--- src/rtl/phy_mgmt_pkg.sv ---
package phy_mgmt_pkg;

  localparam int CTRL_IDX    = 0;
  localparam int STATUS_IDX  = 1;
  localparam int ID_HI_IDX   = 2;
  localparam int ID_LO_IDX   = 3;
  localparam int ADV_IDX     = 4;
  localparam int PARTNER_IDX = 5;

  localparam int SOFT_RST_BIT = 15;
  localparam int LINK_BIT     = 2;

  localparam logic [15:0] PARTNER_UP_SET    = 16'h01e1;
  localparam logic [15:0] PARTNER_DOWN_KEEP = 16'h01ff;
  localparam logic [15:0] FOREIGN_DATA      = 16'hffff;
  localparam logic [15:0] EMPTY_DATA        = 16'h0000;

  // strobes from control to datapath
  typedef struct packed {
    logic store;      // write the addressed slot
    logic softRst;    // reload all slots
    logic linkApply;  // recompute link bits
    logic linkVal;    // link level to apply
    logic rdLoad;     // capture read data
    logic rdForeign;  // answer for another PHY
    logic rdOutRange; // index beyond the set
  } mgmtCmdT;

  function automatic logic [15:0] resetValue(input int idx);
    case (idx)
      CTRL_IDX:   return 16'h1000;
      STATUS_IDX: return 16'h7848;
      ID_HI_IDX:  return 16'h2000;
      ID_LO_IDX:  return 16'h5c90;
      ADV_IDX:    return 16'h01e1;
      default:    return 16'h0000;
    endcase
  endfunction

  function automatic logic isReadOnly(input int idx);
    return (idx == STATUS_IDX) || (idx == ID_HI_IDX) || (idx == ID_LO_IDX);
  endfunction

endpackage

--- src/rtl/phy_mgmt_ctrl.sv ---
module phy_mgmt_ctrl
  import phy_mgmt_pkg::*;
#(
  parameter int PHY_W    = 5,
  parameter int REG_W    = 5,
  parameter int DATA_W   = 16,
  parameter int NUM_REGS = 16,
  parameter int MY_PHY   = 1
) (
  input  logic              clk,
  input  logic              rstN,
  input  logic [PHY_W-1:0]  phyAddr,
  input  logic [REG_W-1:0]  regIdx,
  input  logic [DATA_W-1:0] wrData,
  input  logic              wrEn,
  input  logic              rdEn,
  input  logic              linkUp,
  output mgmtCmdT           cmd
);

  localparam logic [PHY_W-1:0] SELF_ADDR = PHY_W'(MY_PHY);
  localparam logic [REG_W-1:0] IDX_LIMIT = REG_W'(NUM_REGS);

  logic linkPrev;
  logic selected;
  logic inRange;
  logic isCtrl;
  logic roSlot;
  logic wrHit;

  always_comb begin
    selected = (phyAddr == SELF_ADDR);
    inRange  = (regIdx < IDX_LIMIT);
    isCtrl   = (regIdx == REG_W'(CTRL_IDX));
    roSlot   = isReadOnly(int'(regIdx));
    wrHit    = wrEn && selected && inRange;
  end

  always_comb begin
    cmd.softRst    = wrHit && isCtrl && wrData[SOFT_RST_BIT];
    cmd.store      = wrHit && !roSlot && !(isCtrl && wrData[SOFT_RST_BIT]);
    cmd.linkApply  = cmd.softRst || (linkUp != linkPrev);
    cmd.linkVal    = linkUp;
    cmd.rdLoad     = rdEn;
    cmd.rdForeign  = !selected;
    cmd.rdOutRange = !inRange;
  end

  // link edge tracker; reset level matches status reset value
  always_ff @(posedge clk or negedge rstN) begin
    if (!rstN) linkPrev <= 1'b0;
    else       linkPrev <= linkUp;
  end

endmodule

--- src/rtl/phy_mgmt_dp.sv ---
module phy_mgmt_dp
  import phy_mgmt_pkg::*;
#(
  parameter int REG_W    = 5,
  parameter int DATA_W   = 16,
  parameter int NUM_REGS = 16
) (
  input  logic                             clk,
  input  logic                             rstN,
  input  mgmtCmdT                          cmd,
  input  logic [REG_W-1:0]                 regIdx,
  input  logic [DATA_W-1:0]                wrData,
  output logic [DATA_W-1:0]                rdData,
  output logic [NUM_REGS-1:0][DATA_W-1:0]  regSnap
);

  localparam int SLOT_W = $clog2(NUM_REGS);

  logic [SLOT_W-1:0] slot;
  assign slot = regIdx[SLOT_W-1:0];

  logic [NUM_REGS-1:0][DATA_W-1:0] regQ;

  for (genvar i = 0; i < NUM_REGS; i++) begin : g_slot
    localparam logic [DATA_W-1:0] RST_VAL = DATA_W'(resetValue(i));
    logic [DATA_W-1:0] baseVal;
    logic [DATA_W-1:0] nextVal;

    always_comb begin
      if (cmd.softRst)
        baseVal = RST_VAL;
      else if (cmd.store && (slot == SLOT_W'(i)))
        baseVal = wrData;
      else
        baseVal = regQ[i];
    end

    if (i == STATUS_IDX) begin : g_status
      always_comb begin
        nextVal = baseVal;
        if (cmd.linkApply) nextVal[LINK_BIT] = cmd.linkVal;
      end
    end else if (i == PARTNER_IDX) begin : g_partner
      always_comb begin
        nextVal = baseVal;
        if (cmd.linkApply)
          nextVal = cmd.linkVal ? (baseVal | PARTNER_UP_SET)
                                : (baseVal & PARTNER_DOWN_KEEP);
      end
    end else begin : g_plain
      assign nextVal = baseVal;
    end

    always_ff @(posedge clk or negedge rstN) begin
      if (!rstN) regQ[i] <= RST_VAL;
      else       regQ[i] <= nextVal;
    end
  end

  always_ff @(posedge clk or negedge rstN) begin
    if (!rstN)
      rdData <= EMPTY_DATA;
    else if (cmd.rdLoad) begin
      if (cmd.rdForeign)       rdData <= FOREIGN_DATA;
      else if (cmd.rdOutRange) rdData <= EMPTY_DATA;
      else                     rdData <= regQ[slot];
    end
  end

  assign regSnap = regQ;

endmodule

--- src/rtl/phy_mgmt_regs.sv ---
module phy_mgmt_regs
  import phy_mgmt_pkg::*;
#(
  parameter int PHY_W    = 5,
  parameter int REG_W    = 5,
  parameter int DATA_W   = 16,
  parameter int NUM_REGS = 16,
  parameter int MY_PHY   = 1
) (
  input  logic              clk,
  input  logic              rstN,
  input  logic [PHY_W-1:0]  phyAddr,
  input  logic [REG_W-1:0]  regIdx,
  input  logic [DATA_W-1:0] wrData,
  input  logic              wrEn,
  input  logic              rdEn,
  input  logic              linkUp,
  output logic [DATA_W-1:0] rdData
);

  mgmtCmdT cmd;
  logic [NUM_REGS-1:0][DATA_W-1:0] regSnap;

  phy_mgmt_ctrl #(
    .PHY_W(PHY_W), .REG_W(REG_W), .DATA_W(DATA_W),
    .NUM_REGS(NUM_REGS), .MY_PHY(MY_PHY)
  ) u_ctrl (
    .clk(clk), .rstN(rstN), .phyAddr(phyAddr), .regIdx(regIdx),
    .wrData(wrData), .wrEn(wrEn), .rdEn(rdEn), .linkUp(linkUp),
    .cmd(cmd)
  );

  phy_mgmt_dp #(
    .REG_W(REG_W), .DATA_W(DATA_W), .NUM_REGS(NUM_REGS)
  ) u_dp (
    .clk(clk), .rstN(rstN), .cmd(cmd), .regIdx(regIdx),
    .wrData(wrData), .rdData(rdData), .regSnap(regSnap)
  );

endmodule

--- config.mk ---
export PLATFORM = sky130hd
export DESIGN_NAME = phy_mgmt_regs
export DESIGN_NICKNAME = d
export VERILOG_FILES = /design/src/rtl/phy_mgmt_pkg.sv /design/src/rtl/phy_mgmt_ctrl.sv /design/src/rtl/phy_mgmt_dp.sv /design/src/rtl/phy_mgmt_regs.sv
export SDC_FILE = /design/constraint.sdc
export NUM_CORES = 1
export LEC_CHECK = 0
export BUFFER_PORTS_ARGS = -buffer_cell sky130_fd_sc_hd__buf_2
export CELL_PAD_IN_SITES_DETAIL_PLACEMENT = 2
export CELL_PAD_IN_SITES_GLOBAL_PLACEMENT = 2
export CORE_UTILIZATION = 46
export DETAILED_ROUTE_END_ITERATION = 10
export PLACE_DENSITY_LB_ADDON = 0.1
export REMOVE_ABC_BUFFERS = 1
export SYNTH_ARGS = -nofsm -noshare
export SYNTH_HDL_FRONTEND = slang
export SYNTH_SLANG_ARGS = --single-unit
--- constraint.sdc ---
create_clock -name clk -period 3.5 [get_ports clk]
set_clock_uncertainty 0.05 [all_clocks]
set_input_delay 0.35 -clock clk [delete_from_list [all_inputs] [get_ports clk]]
set_output_delay 0.35 -clock clk [all_outputs]
set_load 0.02 [all_outputs]
Yosys cells after proc, flatten, opt, wreduce, memory -nomap -nowiden
Index checks and enable logic that the tools add are counted.
{"block": "classes", "addsub": 0, "n_mul": 0, "div_mod_pow": 0, "magnitude_cmp": 2, "eq_ne": 20, "shifts": 0, "mux": 39, "bitwise": 0, "reduce_logical": 46}
{"op": "2-to-1 mux 16 bit", "n": 37}
{"op": "binary-select mux 16 bit (select 4 bit)", "n": 1}
{"op": "== test 4 bit (second input constant)", "n": 8}
{"op": "nonzero test 2 bit", "n": 15}
{"op": "logical AND 1 bit", "n": 23}
{"op": "== test 4 x 3 -> 1 bit (second input constant)", "n": 4}
{"op": "== test 5 x 3 -> 1 bit (second input constant)", "n": 2}
{"op": "== test 4 x 2 -> 1 bit (second input constant)", "n": 2}
{"op": "== test 5 x 1 -> 1 bit (second input constant)", "n": 1}
{"op": "== test 5 x 2 -> 1 bit (second input constant)", "n": 1}
{"op": "logical NOT 5 bit", "n": 1}
{"op": "< comparator 4 x 5 -> 1 bit (second input constant)", "n": 1}
{"op": "< comparator 5 bit (second input constant)", "n": 1}
{"op": "== test 4 x 1 -> 1 bit (second input constant)", "n": 1}
{"op": "logical NOT 4 bit", "n": 1}
{"op": "logical OR 1 bit", "n": 3}
{"op": "nonzero test 3 bit", "n": 1}
{"op": "logical NOT 1 bit", "n": 2}
{"op": "2-to-1 mux 1 bit", "n": 1}
{"op": "inequality test 1 bit", "n": 1}
{"block": "totals", "regBits": 273, "latchBits": 0, "ram_bits": 0, "romBits": 0, "input_bits": 31, "n_memories": 0}

Longest topological paths before layout
{"block": "depth", "depth_word": 11, "mapped_depth": 8, "mapped_depth_nobuf": 4}

Modules after synthesis
From an unflattened synthesis, not the netlist that was laid out.
{"block": "hier_totals", "hier_cells": 1372, "area_unflattened_um2": 13076.3}
{"module": "phy_mgmt_dp", "n_inst": 1, "cells_per_inst": 1356, "area_per_inst_um2": 12958.7}
{"module": "phy_mgmt_ctrl", "n_inst": 1, "cells_per_inst": 16, "area_per_inst_um2": 117.6}

Worst setup path after synthesis
Ideal clock, no wire load.
{"block": "synth_path", "path_type": "in2reg", "start": "input port phyAddr[1]", "end": "register u_dp.regQ (netlist bit u_dp.regSnap[165])", "t_arrival_ns": 2.189, "required_time_ns": 3.330, "path_slack_ns": 1.141, "stages": 7, "cell_sequence": "or4b_4 -> buf_6 -> buf_12 -> nor4_4 -> buf_6 -> mux2i_1 -> nor2_2"}
{"block": "synth_via", "elab_chain_len": 7}
{"element": "start: declaration", "line": "phy_mgmt_regs.sv:12", "text": "input logic [PHY_W-1:0] phyAddr,"}
{"element": "== test 5 x 1 -> 1 bit *", "line": "phy_mgmt_ctrl.sv:32", "text": "selected = (phyAddr == SELF_ADDR);"}
{"element": "logical AND 1 bit * (2 in series)", "line": "phy_mgmt_ctrl.sv:36", "text": "wrHit = wrEn && selected && inRange;"}
{"element": "logical AND 1 bit (2 in series)", "line": "phy_mgmt_ctrl.sv:41", "text": "cmd.store = wrHit && !roSlot && !(isCtrl && wrData[SOFT_RST_BIT]);"}
{"element": "logical AND 1 bit", "line": "phy_mgmt_dp.sv:32", "text": "else if (cmd.store && (slot == SLOT_W'(i)))"}
{"element": "nonzero test 2 bit (no source line)"}
{"element": "end signal: indexed assignment", "line": "phy_mgmt_dp.sv:56", "text": "else regQ[i] <= nextVal;"}
{"element": "end: declaration", "line": "phy_mgmt_dp.sv:22", "text": "logic [NUM_REGS-1:0][DATA_W-1:0] regQ;"}
Every way passes the cells marked *; elsewhere a longest branch is shown, timed or not.
A chain may end at the register's enable or synchronous reset.

Worst setup path in the final report
{"block": "layout_path", "start": "input port phyAddr[1]", "end": "register u_dp.regQ (netlist bit u_dp.regSnap[96])"}
Same word-level chain as after synthesis.

==> metrics.yaml <==
status: "finished, final reports clean"
power_density_nw_per_um2: 467
path_max_fanout: 97
num_vias: 8943
drc: 0
cts_buffers: 30
r2r_setup_slack_ps: 1890
worst_slack_ps: 1070
syn_inst: 1138
grt_overflow: 0
fillCellCount: 2806
pwr-share-seq: 0.468
io_pins: 47
hold_ws_ps: 139
p_comb_frac: 0.061
cts_resized: 0
core_sq_um: 28100
setup-tns-final_ps: 0
p_switching_uw: 1620
end_kind: "flip-flop"
path_clk_slew_ps: 60
dieArea_sq_um: 29500
hold_viol_final: 0
cp_cell_sequence: "buf_2 > or4b_4 > nor3_2 > nor4b_2 > buf_12 > nor2_1"
slowest_delay_ps: 750
rsz0062_at_grt: "false"
whs_endpoint: "u_dp.regSnap[143]"
start_kind: "primary input"
hold_path_startpoint: "regIdx[3]"
antenna_left: 0
cts-root-buf: "clkbuf_16"
arrival_ps: 2790
maxCapViolations: 0
dp_cells: 1496
cell_internal_pwr_uw: 5280
clk-insertion-delay-late_ps: 560
antenna_found_initial: 0
r2r_end: "u_dp.rdData[3]"
finalNonFillerCells: 1554
cts_sinks: 273
clkPwrFrac: 0.471
nets: 1183
drt_iter0_drc: 501
initial_core_util: 0.472
leakagePower_uw: 0.00661
yosys_warnings: 0
grt_pass1_vias: 10300
dieWidth_um: 172
port_buffers: 46
syn_avg_cell_area_sq_um: 11.6
worst_pin_slew_ps: 1020
slew_violations: 0
ys_seq_elements: 273
max_slew_margin: 0.321
crit_required_ps: 3870
switching_share: 0.235
critPathSlowestCell: "or4b_4"
ys_seq_area_frac: 0.517
hold_class: "primary input to flip-flop"
dpl_worst_slack_ps: 545
grt_pass1_wl_um: 61800
clock_path_buffers: 3
layout-drive-gt1-share: 0.196
setup_violations: 0
rows: 61
drt_wl_total_um: 39300
die_height_um: 172
htree_levels: 1
n_antenna_cell: 0
hpwlAfterDp_um: 23200
cts_tree: "built"
drt_pass1_iterations: 4
holdPathStages: 3
path_class: "primary input to flip-flop"
wl_per_cell_um: 25.3
globalRouteTotalUtil: 0.278
async_flop_share: 1.00
fin_crit_ps: 2430
area_growth_pct: 11.4
synth.distinct_cells: 47
min_period_over_period: 0.693
r2r_start: "u_dp.regSnap[19]"
reg2reg_depth: 4
synth_flop_cell: "dfrtp_1"
viasPerCell: 5.75
fmax_mhz: 412
synth_edf_count: 0
gp_congestion: 0.750
grt_max_degree: 98
synth_area_sq_um: 13300
vdd_drop_max_uv: 350
flip-flops by register name, summed over array words and instances (netlist names):
name,count
u_dp.regSnap,256
u_ctrl.linkPrev,1
u_dp.rdData,16
cell families after synthesis:
logic type	share of synthesized area
AO/OA/AOI/OAI	0.0409
buffers and inverters	0.0405
flip-flops	0.517
multiplexers	0.253
AND/OR/NAND/NOR	0.149
routing by layer:
| metal | vias to the layer above | global-route usage | routed length (um) |
|---|---|---|---|
| met5 | - | 0 | 0 |
| met4 | 0 | 0.0754 | 1050 |
| met3 | 69 | 0.0267 | 1080 |
| met2 | 119 | 0.485 | 19700 |
| met1 | 4788 | 0.369 | 17500 |
| li1 | 3967 | - | - |
worst max path at each step:
stage	to	from	cells after the start	slack, ps
global route	u_dp.regSnap[110]	phyAddr[1]	6	1000
floorplan	u_dp.regSnap[100]	phyAddr[1]	4	-12800
global placement	u_dp.regSnap[85]	phyAddr[1]	5	680
finish	u_dp.regSnap[96]	phyAddr[1]	6	1070
CTS	u_dp.regSnap[211]	phyAddr[1]	6	1090
detailed placement	u_dp.regSnap[205]	phyAddr[1]	6	540
per-stage QoR:
step	util	power (uW)	cell area, sq um
floorplan	-	3430	12700
global placement	0.489	3690	13700
detailed placement	0.489	3710	13700
CTS	0.526	6970	14800
global route	0.526	7130	14800
finish	0.526	6900	14800
power groups by stage:
stage	clock network (uW)	logic (uW)	registers, uW
2_1_floorplan	0	150	3280
3_3_place_gp	0	413	3280
3_5_place_dp	0	424	3280
4_1_cts	3310	432	3230
5_1_grt	3430	461	3230
6_report	3250	423	3230
placed cells by master, fill, tap and decap left out, types with 17 or more instances in the layout:
master and instances:
buf_2 44, nand2_1 41, nor2b_1 17, nor2_2 20, dfstp_2 19, mux2i_1 265
dfrtp_1 254, mux2_2 30, a21oi_1 35, buf_4 26, and2_1 35, clkbuf_16 31
nor2_1 196
cell usage after synthesis (all sizes together) (4+ instances only):
library cell / n / area (sq um)
mux4: 16 / 360
nor3: 4 / 25.0
nand2: 41 / 154
a41oi: 16 / 140
nand3: 16 / 80.1
nor4: 13 / 262
a22oi: 16 / 120
nor2: 216 / 861
and2: 35 / 219
dfstp: 19 / 499
mux2: 30 / 338
dfrtp: 254 / 6360
buf: 50 / 319
nor2b: 17 / 106
o21ai: 5 / 25.0
or4b: 4 / 43.8
a21oi: 35 / 175
a221o: 5 / 50.1
mux2i: 265 / 2650
nand2b: 16 / 100
clkbuf: 46 / 210
timing repair:
item / CTS / global route
hold endpoints to repair: 76 / 0
buffers inserted: 0 / 0
hold buffers: 2 / 0
critical path, delay by kind of cell:
family | cells | cell delay (ps)
buf+inv | 2 | 540
simple gates | 4 | 1820
area by class of cell:
cell class | count | area (sq um) | share of cell area
Clock buffer | 48 | 930 | 0.0629
Clock inverter | 8 | 90.1 | 0.00610
Inverter | 2 | 7.51 | 0.000508
Multi-Input combinational cell | 767 | 5870 | 0.398
Sequential cell | 273 | 6860 | 0.464
Tap cell | 378 | 473 | 0.0320
Timing Repair Buffer | 78 | 542 | 0.0367
(Power assumes the default switching activity.)
